==> config.mk <==
export PLATFORM = sky130hd
export DESIGN_NAME = audio_fifo_irq
export DESIGN_NICKNAME = d
export VERILOG_FILES = /design/src/rtl/audio_fifo_irq.sv
export SDC_FILE = /design/constraint.sdc
export NUM_CORES = 1
export LEC_CHECK = 0
export ABC_CLOCK_PERIOD_IN_PS = 7360
export BUFFER_PORTS_ARGS = -buffer_cell sky130_fd_sc_hd__buf_2
export CORE_MARGIN = 3
export CORE_UTILIZATION = 45
export DETAILED_ROUTE_END_ITERATION = 10
export SETUP_SLACK_MARGIN = 0.15
export SKIP_LAST_GASP = 1
export SLEW_MARGIN = 20
export SYNTH_ARGS = -nofsm -noshare
export SYNTH_HDL_FRONTEND = slang
export SYNTH_SLANG_ARGS = --single-unit
==> constraint.sdc <==
create_clock -name clk_i -period 7.36 [get_ports clk_i]
set_clock_uncertainty 0.1 [all_clocks]
set_input_delay 0.368 -clock clk_i [delete_from_list [all_inputs] [get_ports clk_i]]
set_output_delay 0.368 -clock clk_i [all_outputs]
set_load 0.1 [all_outputs]
==> src/rtl/audio_fifo_irq.sv <==
module audio_fifo_irq #(
  parameter int DEPTH = 32,
  parameter int DW    = 16,
  parameter int AGAP  = 4
) (
  input  logic          clk_i,
  input  logic          rst_ni,
  input  logic          bus_wr_i,
  input  logic          bus_rd_i,
  input  logic [2:0]    bus_addr_i,
  input  logic [31:0]   bus_wdata_i,
  output logic [31:0]   bus_rdata_o,
  input  logic          tx_pop_i,
  output logic [DW-1:0] tx_word_o,
  input  logic          rx_push_i,
  input  logic [DW-1:0] rx_word_i,
  output logic          tx_dma_req_o,
  output logic          rx_dma_req_o,
  output logic          irq_o
);
  localparam int AW = $clog2(DEPTH);
  localparam int CW = 6;
  localparam logic [CW-1:0] FULL_N = CW'(DEPTH);
  localparam logic [CW-1:0] AE_N   = CW'(AGAP);
  localparam logic [CW-1:0] AF_N   = CW'(DEPTH - AGAP);
  localparam logic [2:0] A_CTRL = 3'd0, A_TXD = 3'd1, A_RXD = 3'd2, A_IEN = 3'd3,
                         A_IST  = 3'd4, A_FST = 3'd5, A_CLR = 3'd6;

  logic [31:0]   ctrl_q;
  logic [14:0]   ien_q;
  logic [12:0]   stat_q;
  logic [DW-1:0] tx_mem [DEPTH];
  logic [DW-1:0] rx_mem [DEPTH];
  logic [AW-1:0] tx_wp, tx_rp, rx_wp, rx_rp;
  logic [CW-1:0] tx_cnt, rx_cnt;

  wire tx_en = ctrl_q[1];
  wire rx_en = ctrl_q[0];
  wire [CW-1:0] tx_thr = ctrl_q[18:13];
  wire [CW-1:0] rx_thr = ctrl_q[12:7];

  wire tx_empty = (tx_cnt == '0);
  wire rx_empty = (rx_cnt == '0);
  wire tx_full  = (tx_cnt == FULL_N);
  wire rx_full  = (rx_cnt == FULL_N);

  wire tx_wr_hit = bus_wr_i && bus_addr_i == A_TXD && bus_wdata_i[16] && tx_en;
  wire tx_push   = tx_wr_hit && !tx_full;
  wire tx_ovf    = tx_wr_hit && tx_full;
  wire tx_pop    = tx_pop_i && tx_en && !tx_empty;
  wire tx_starve = tx_pop_i && tx_en && tx_empty;

  wire rx_rd_hit = bus_rd_i && bus_addr_i == A_RXD && rx_en;
  wire rx_pop    = rx_rd_hit && !rx_empty;
  wire rx_starve = rx_rd_hit && rx_empty;
  wire rx_push   = rx_push_i && rx_en && !rx_full;
  wire rx_ovf    = rx_push_i && rx_en && rx_full;

  wire [3:0] tx_flags = {4{tx_en}} & {tx_full, tx_cnt >= AF_N, tx_cnt <= AE_N, tx_empty};
  wire [3:0] rx_flags = {4{rx_en}} & {rx_full, rx_cnt >= AF_N, rx_cnt <= AE_N, rx_empty};

  wire [12:0] ev = {tx_pop | rx_push,
                    tx_ovf, tx_starve, tx_flags[3], tx_flags[2], tx_flags[1], tx_flags[0],
                    rx_ovf, rx_starve, rx_flags[3], rx_flags[2], rx_flags[1], rx_flags[0]};
  wire [12:0] clr = (bus_wr_i && bus_addr_i == A_CLR) ? bus_wdata_i[12:0] : 13'd0;
  wire pending = |(stat_q & ien_q[12:0]);

  function automatic logic [AW-1:0] nxt(input logic [AW-1:0] p);
    return (p == AW'(DEPTH - 1)) ? '0 : p + 1'b1;
  endfunction

  always_ff @(posedge clk_i) begin
    if (!rst_ni) begin
      ctrl_q <= '0;
      ien_q  <= '0;
      stat_q <= '0;
    end else begin
      if (bus_wr_i && bus_addr_i == A_CTRL) ctrl_q <= bus_wdata_i;
      if (bus_wr_i && bus_addr_i == A_IEN)  ien_q  <= {bus_wdata_i[14], 1'b0, bus_wdata_i[12:0]};
      stat_q <= (stat_q & ~clr) | ev;
    end
  end

  always_ff @(posedge clk_i) begin
    if (!rst_ni || !tx_en) begin
      tx_wp <= '0; tx_rp <= '0; tx_cnt <= '0;
    end else begin
      if (tx_push) tx_wp <= nxt(tx_wp);
      if (tx_pop)  tx_rp <= nxt(tx_rp);
      tx_cnt <= tx_cnt + CW'(tx_push) - CW'(tx_pop);
    end
  end

  always_ff @(posedge clk_i) begin
    if (!rst_ni || !rx_en) begin
      rx_wp <= '0; rx_rp <= '0; rx_cnt <= '0;
    end else begin
      if (rx_push) rx_wp <= nxt(rx_wp);
      if (rx_pop)  rx_rp <= nxt(rx_rp);
      rx_cnt <= rx_cnt + CW'(rx_push) - CW'(rx_pop);
    end
  end

  always_ff @(posedge clk_i) begin
    if (tx_push) tx_mem[tx_wp] <= bus_wdata_i[DW-1:0];
    if (rx_push) rx_mem[rx_wp] <= rx_word_i;
  end

  assign tx_word_o    = tx_empty ? '0 : tx_mem[tx_rp];
  assign tx_dma_req_o = ctrl_q[3] && tx_en && (tx_cnt <= tx_thr);
  assign rx_dma_req_o = ctrl_q[2] && rx_en && !rx_empty && (rx_cnt >= rx_thr);
  assign irq_o        = ien_q[14] && pending;

  always_comb begin
    unique case (bus_addr_i)
      A_CTRL:  bus_rdata_o = ctrl_q;
      A_RXD:   bus_rdata_o = rx_empty ? 32'd0 : (32'(rx_mem[rx_rp]) | 32'h1_0000);
      A_IEN:   bus_rdata_o = 32'(ien_q);
      A_IST:   bus_rdata_o = {18'd0, pending, stat_q};
      A_FST:   bus_rdata_o = {12'd0, tx_cnt, tx_flags, rx_cnt, rx_flags};
      default: bus_rdata_o = 32'd0;
    endcase
  end
endmodule


# --- Yosys cells after proc, flatten, opt, wreduce, memory -nomap -nowiden ---
# Memory sizes are Yosys's and may differ from the RTL's. A register that Yosys moved wholly into a read port is not among the register bits.
# Index checks and enable logic that the tools add are counted.
# Widths: inputs -> output; s select.
word_totals:
  memories: 2
  register_bits: 91
  in_bits: 57
  out_inout_bits: 51
  ramBits: 1024
  wordCells: 97
classes:
  n_addsub: 8
  n_eq_ne: 12
  n_mux: 16
  magnitude_cmp: 6
  bitwise_logic: 7
  reduce_logical: 37
memory_table:
  columns: ["memory", "words", "word_bits", "read_ports", "rd_clocked_by_memory_dff", "wr", "line_no", "rtl"]
  rows:
  - ["rx_mem", 32, 16, 1, 1, 1, "33", "logic [DW-1:0] rx_mem [DEPTH];"]
  - ["tx_mem", 32, 16, 1, 1, 1, "32", "logic [DW-1:0] tx_mem [DEPTH];"]
op_table:
  columns: ["operator", "count"]
  rows:
  - ["$pmux 32 s5", 1]
  - ["$mux 5", 8]
  - ["$and 13x13->13", 2]
  - ["$logic_and 1x1->1", 24]
  - ["$add 5x1->5 const B", 4]
  - ["$eq 5x5->1 const B", 4]
  - ["$mux 17", 1]
  - ["$mux 16", 1]
  - ["$mux 13", 1]
  - ["$not 13->13", 1]
  - ["$or 13x13->13", 1]
  - ["$reduce_or 13->1", 1]
  - ["$add 6x1->6", 2]
  - ["$eq 6x6->1 const B", 2]
  - ["$ge 6x5->1 const B", 2]
  - ["$le 6x3->1 const B", 2]
  - ["$logic_not 6->1", 2]
  - ["$sub 6x1->6", 2]
  - ["$eq 3x3->1 const B", 3]
  - ["$and 4x4->4", 2]
  - ["$logic_not 1->1", 7]
  - ["$eq 3x2->1 const B", 2]
  - ["$ge 6x6->1", 1]
  - ["$le 6x6->1", 1]
  - ["other kinds (5)", 9]

# --- Longest topological paths before layout ---
logic_depth:
  word_depth: 7
  depth_mapped: 17
  depth_no_buf: 16

# --- Worst setup path before layout ---
# OpenSTA, ideal clock, no wires.
synth_timing:
  path_type: "reg2out"
  from: "reg (tool-made name)"
  to: "out bus_rdata_o[12]"
  arrival_time_ns: 3.647
  stages_incl_launch_ff: 10
  slack_ns: 3.245
  t_required_ns: 6.892
  path_buffers: 5
  path_cell_list: "dfxtp_1 clkbuf_1 buf_6 buf_6 buf_4 buf_2 mux2i_1 a22oi_1 nand2_1 o21ai_0"
synth_rtl:
  columns: ["element", "line_no", "rtl"]
  rows:
  - ["to (decl)", "12", "output logic [31:0] bus_rdata_o,"]

==> results.ini <==
[sta]
rsz0062_at_grt=false
fin_tns_setup_ns=0
slew_headroom=0.283
worst_slew_pin_slew_ns=1.07
min_period_ns=4.74
setup_viol=0
period_share=0.644
finalHoldViolCount=0
maxSlewViolCount=0
setup_ws_ns=2.62
fmax_mhz=211

[final_layout]
layout_common_cells=1024 x edfxtp_1, 288 x mux4_2, 172 x nand2_1
drive_gt1_frac=0.257
nets=2656
layout_commonest_cell=edfxtp_1
fillers=7812
syn2layout_area_growth_pct=13.6
stdcell_area_um2=50800

[die]
die_area_um2=103000
dieHeight_um=321
coreArea_um2=97600
num_io_pins=108
start_util=0.458
rows=114
die_w_um=321

[setup_path]
crit_required_ns=6.89
cp-end-kind=primary output
rr_startpoint=tx_cnt[2]
crit_fanout=93
critPathSlowestCell=dfxtp_4
cpPeakStageDelay_ns=0.83
path_cells=buf_12 > mux4_2 > mux4_2 > inv_1 > o21ai_0 > buf_2
cp-start-kind=register
path_class=register to primary output
arrival_ns=4.27
crit_top_cell=mux4_2

[global_routing]
grt_max_degree=129
grt_use_total=0.220
antenna_found_initial=7
grt_pass1_vias=23600
grt.overflow.total=0
grt_pass1_wl_um=164000

[power]
powerDensity_nw_per_um2=251
p_leak_nw=15.9
irDropWorstVdd_mv=0.224
p_total_mw=12.7

[place]
dpl_cell_area_um2=47000
dp_hpwl_um=68700
place_congestion=0.825
portBuffers=107
place_ws_ns=3.11

[synth]
avgSynthCellArea_um2=19.0
synth-edff-count=1024
synth.distinct_cells=64
ys_ff_latch=1125
postSynthCellCount=2355
syn_nets=2464
synthFlopType=edfxtp_1
synth_warnings=0
ys_async_sr_fraction=0
synth_seq_area_share=0.733
syn_area_um2=44700

[detailed_routing]
dr.first_iter.drc_count=2252
postRouteAntennaNets=0
first_pass_iters=7
viasPerCell=5.91
wirelength_um=113000
vias=23200
wl_per_cell_um=28.9
drc=0

[min_path]
hp-class=primary input to register
hp-start=tx_pop_i

[cts]
cts-root-buf=clkbuf_16
cts_tree=yes
path_clk_slew_ns=0.06
cts.htree.levels=3
clockBufferDepth=3
clk_latency_ns=0.71
post_cts_buffers=0
post_cts_resized=0
cts_hold_buffers=16
cts_buffers=113
cts_num_sinks=1125

[outcome]
status=complete, no violations

[flow_run]
max_cap_violations=0

[flip-flops by register name (all words and copies together), names as in the netlist, named ones only]
| signal | cells |
|---|---|
| rx_mem | 512 |
| tx_mem | 512 |
| ctrl_q | 32 |
| ien_q | 14 |
| stat_q | 13 |
| rx_cnt | 6 |
| tx_cnt | 6 |
| rx_rp | 5 |
| rx_wp | 5 |
| tx_rp | 5 |
| tx_wp | 5 |
[cell families after synthesis]
family,synth area share
DFF,0.733
AOI/OAI and AO/OA,0.0348
buffers and inverters,0.0176
adders and majority gates,0.0149
xor gates and xnor gates,0.00157
and+or+nand+nor,0.0416
muxes,0.156
[per-stage QoR]
| stage | cells | hold WS (ns) | util |
|---|---|---|---|
| after floorplan | 2355 | 0.339 | - |
| after CTS | 3918 | 0.00843 | 0.520 |
| after detailed placement | 3691 | 0.358 | 0.482 |
| final | 3922 | 0.0675 | 0.520 |
| after global placement | 3691 | 0.349 | 0.481 |
| after global routing | 3919 | 0.0592 | 0.520 |
[worst max-delay path: cells and delay by family, from the launching register on]
kind            cells  cell delay [ns]
compound gates      1             0.21
buf+inv             3             1.14
flops               1             0.83
mux                 2             1.12
[layer usage]
layer,routed length (µm),vias up,global-route usage
met5,22,-,0
li1,-,9865,-
met4,2950,4,0.0623
met2,58000,750,0.380
met3,6970,174,0.0372
met1,45500,12400,0.291
[report_power, final]
part	total [mW]	internal, mW	switching [mW]
combinational	0.187	0.0342	0.153
sequential	6.97	6.97	0.00563
clock	5.57	3.18	2.39
total	12.7	10.2	2.55
[final timing paths]
| check | end | slack [ns] | cells after the start |
|---|---|---|---|
| min reg2reg | ctrl_q[27] | 0.37 | 2 |
| min | stat_q[10] | 0.07 | 4 |
| max reg2reg | tx_cnt[4] | 3.87 | 17 |
| max | tx_word_o[2] | 2.62 | 6 |
[cell type report]
class / count / area [µm²] / area share
diodes: 3 / 7.51 / 0.000148
clock buffers: 139 / 3010 / 0.0593
inverters: 60 / 225 / 0.00444
multi-input cells: 1046 / 11200 / 0.221
repair buffers: 201 / 1340 / 0.0264
well taps: 1276 / 1600 / 0.0314
clock inverters: 72 / 577 / 0.0114
flip-flops and latches: 1125 / 32800 / 0.646
[synth_stat cells (5+ instances only)]
| library cell | number | share of area |
|---|---|---|
| a211oi_1 | 9 | 0.0015 |
| a21boi_0 | 52 | 0.0087 |
| a21oi_1 | 38 | 0.0043 |
| a221o_1 | 9 | 0.0020 |
| a221oi_1 | 12 | 0.0024 |
| a22oi_1 | 15 | 0.0025 |
| a31oi_1 | 8 | 0.0011 |
| and2_1 | 17 | 0.0024 |
| and3_1 | 10 | 0.0014 |
| buf_1 | 10 | 0.00084 |
| buf_2 | 36 | 0.0040 |
| buf_4 | 5 | 0.00084 |
| clkbuf_1 | 69 | 0.0058 |
| dfxtp_1 | 101 | 0.045 |
| edfxtp_1 | 1024 | 0.69 |
| ha_1 | 50 | 0.014 |
| inv_1 | 57 | 0.0048 |
| mux2i_1 | 48 | 0.011 |
| mux4_2 | 288 | 0.15 |
| nand2_1 | 172 | 0.014 |
| nand3_1 | 40 | 0.0045 |
| nand3b_1 | 8 | 0.0013 |
| nor2_1 | 119 | 0.010 |
| nor2b_1 | 12 | 0.0017 |
| nor3_1 | 6 | 0.00067 |
| o21ai_0 | 50 | 0.0056 |
| o21ai_1 | 6 | 0.00067 |
| o22ai_1 | 11 | 0.0015 |
Power figures use the tool's default switching activity.
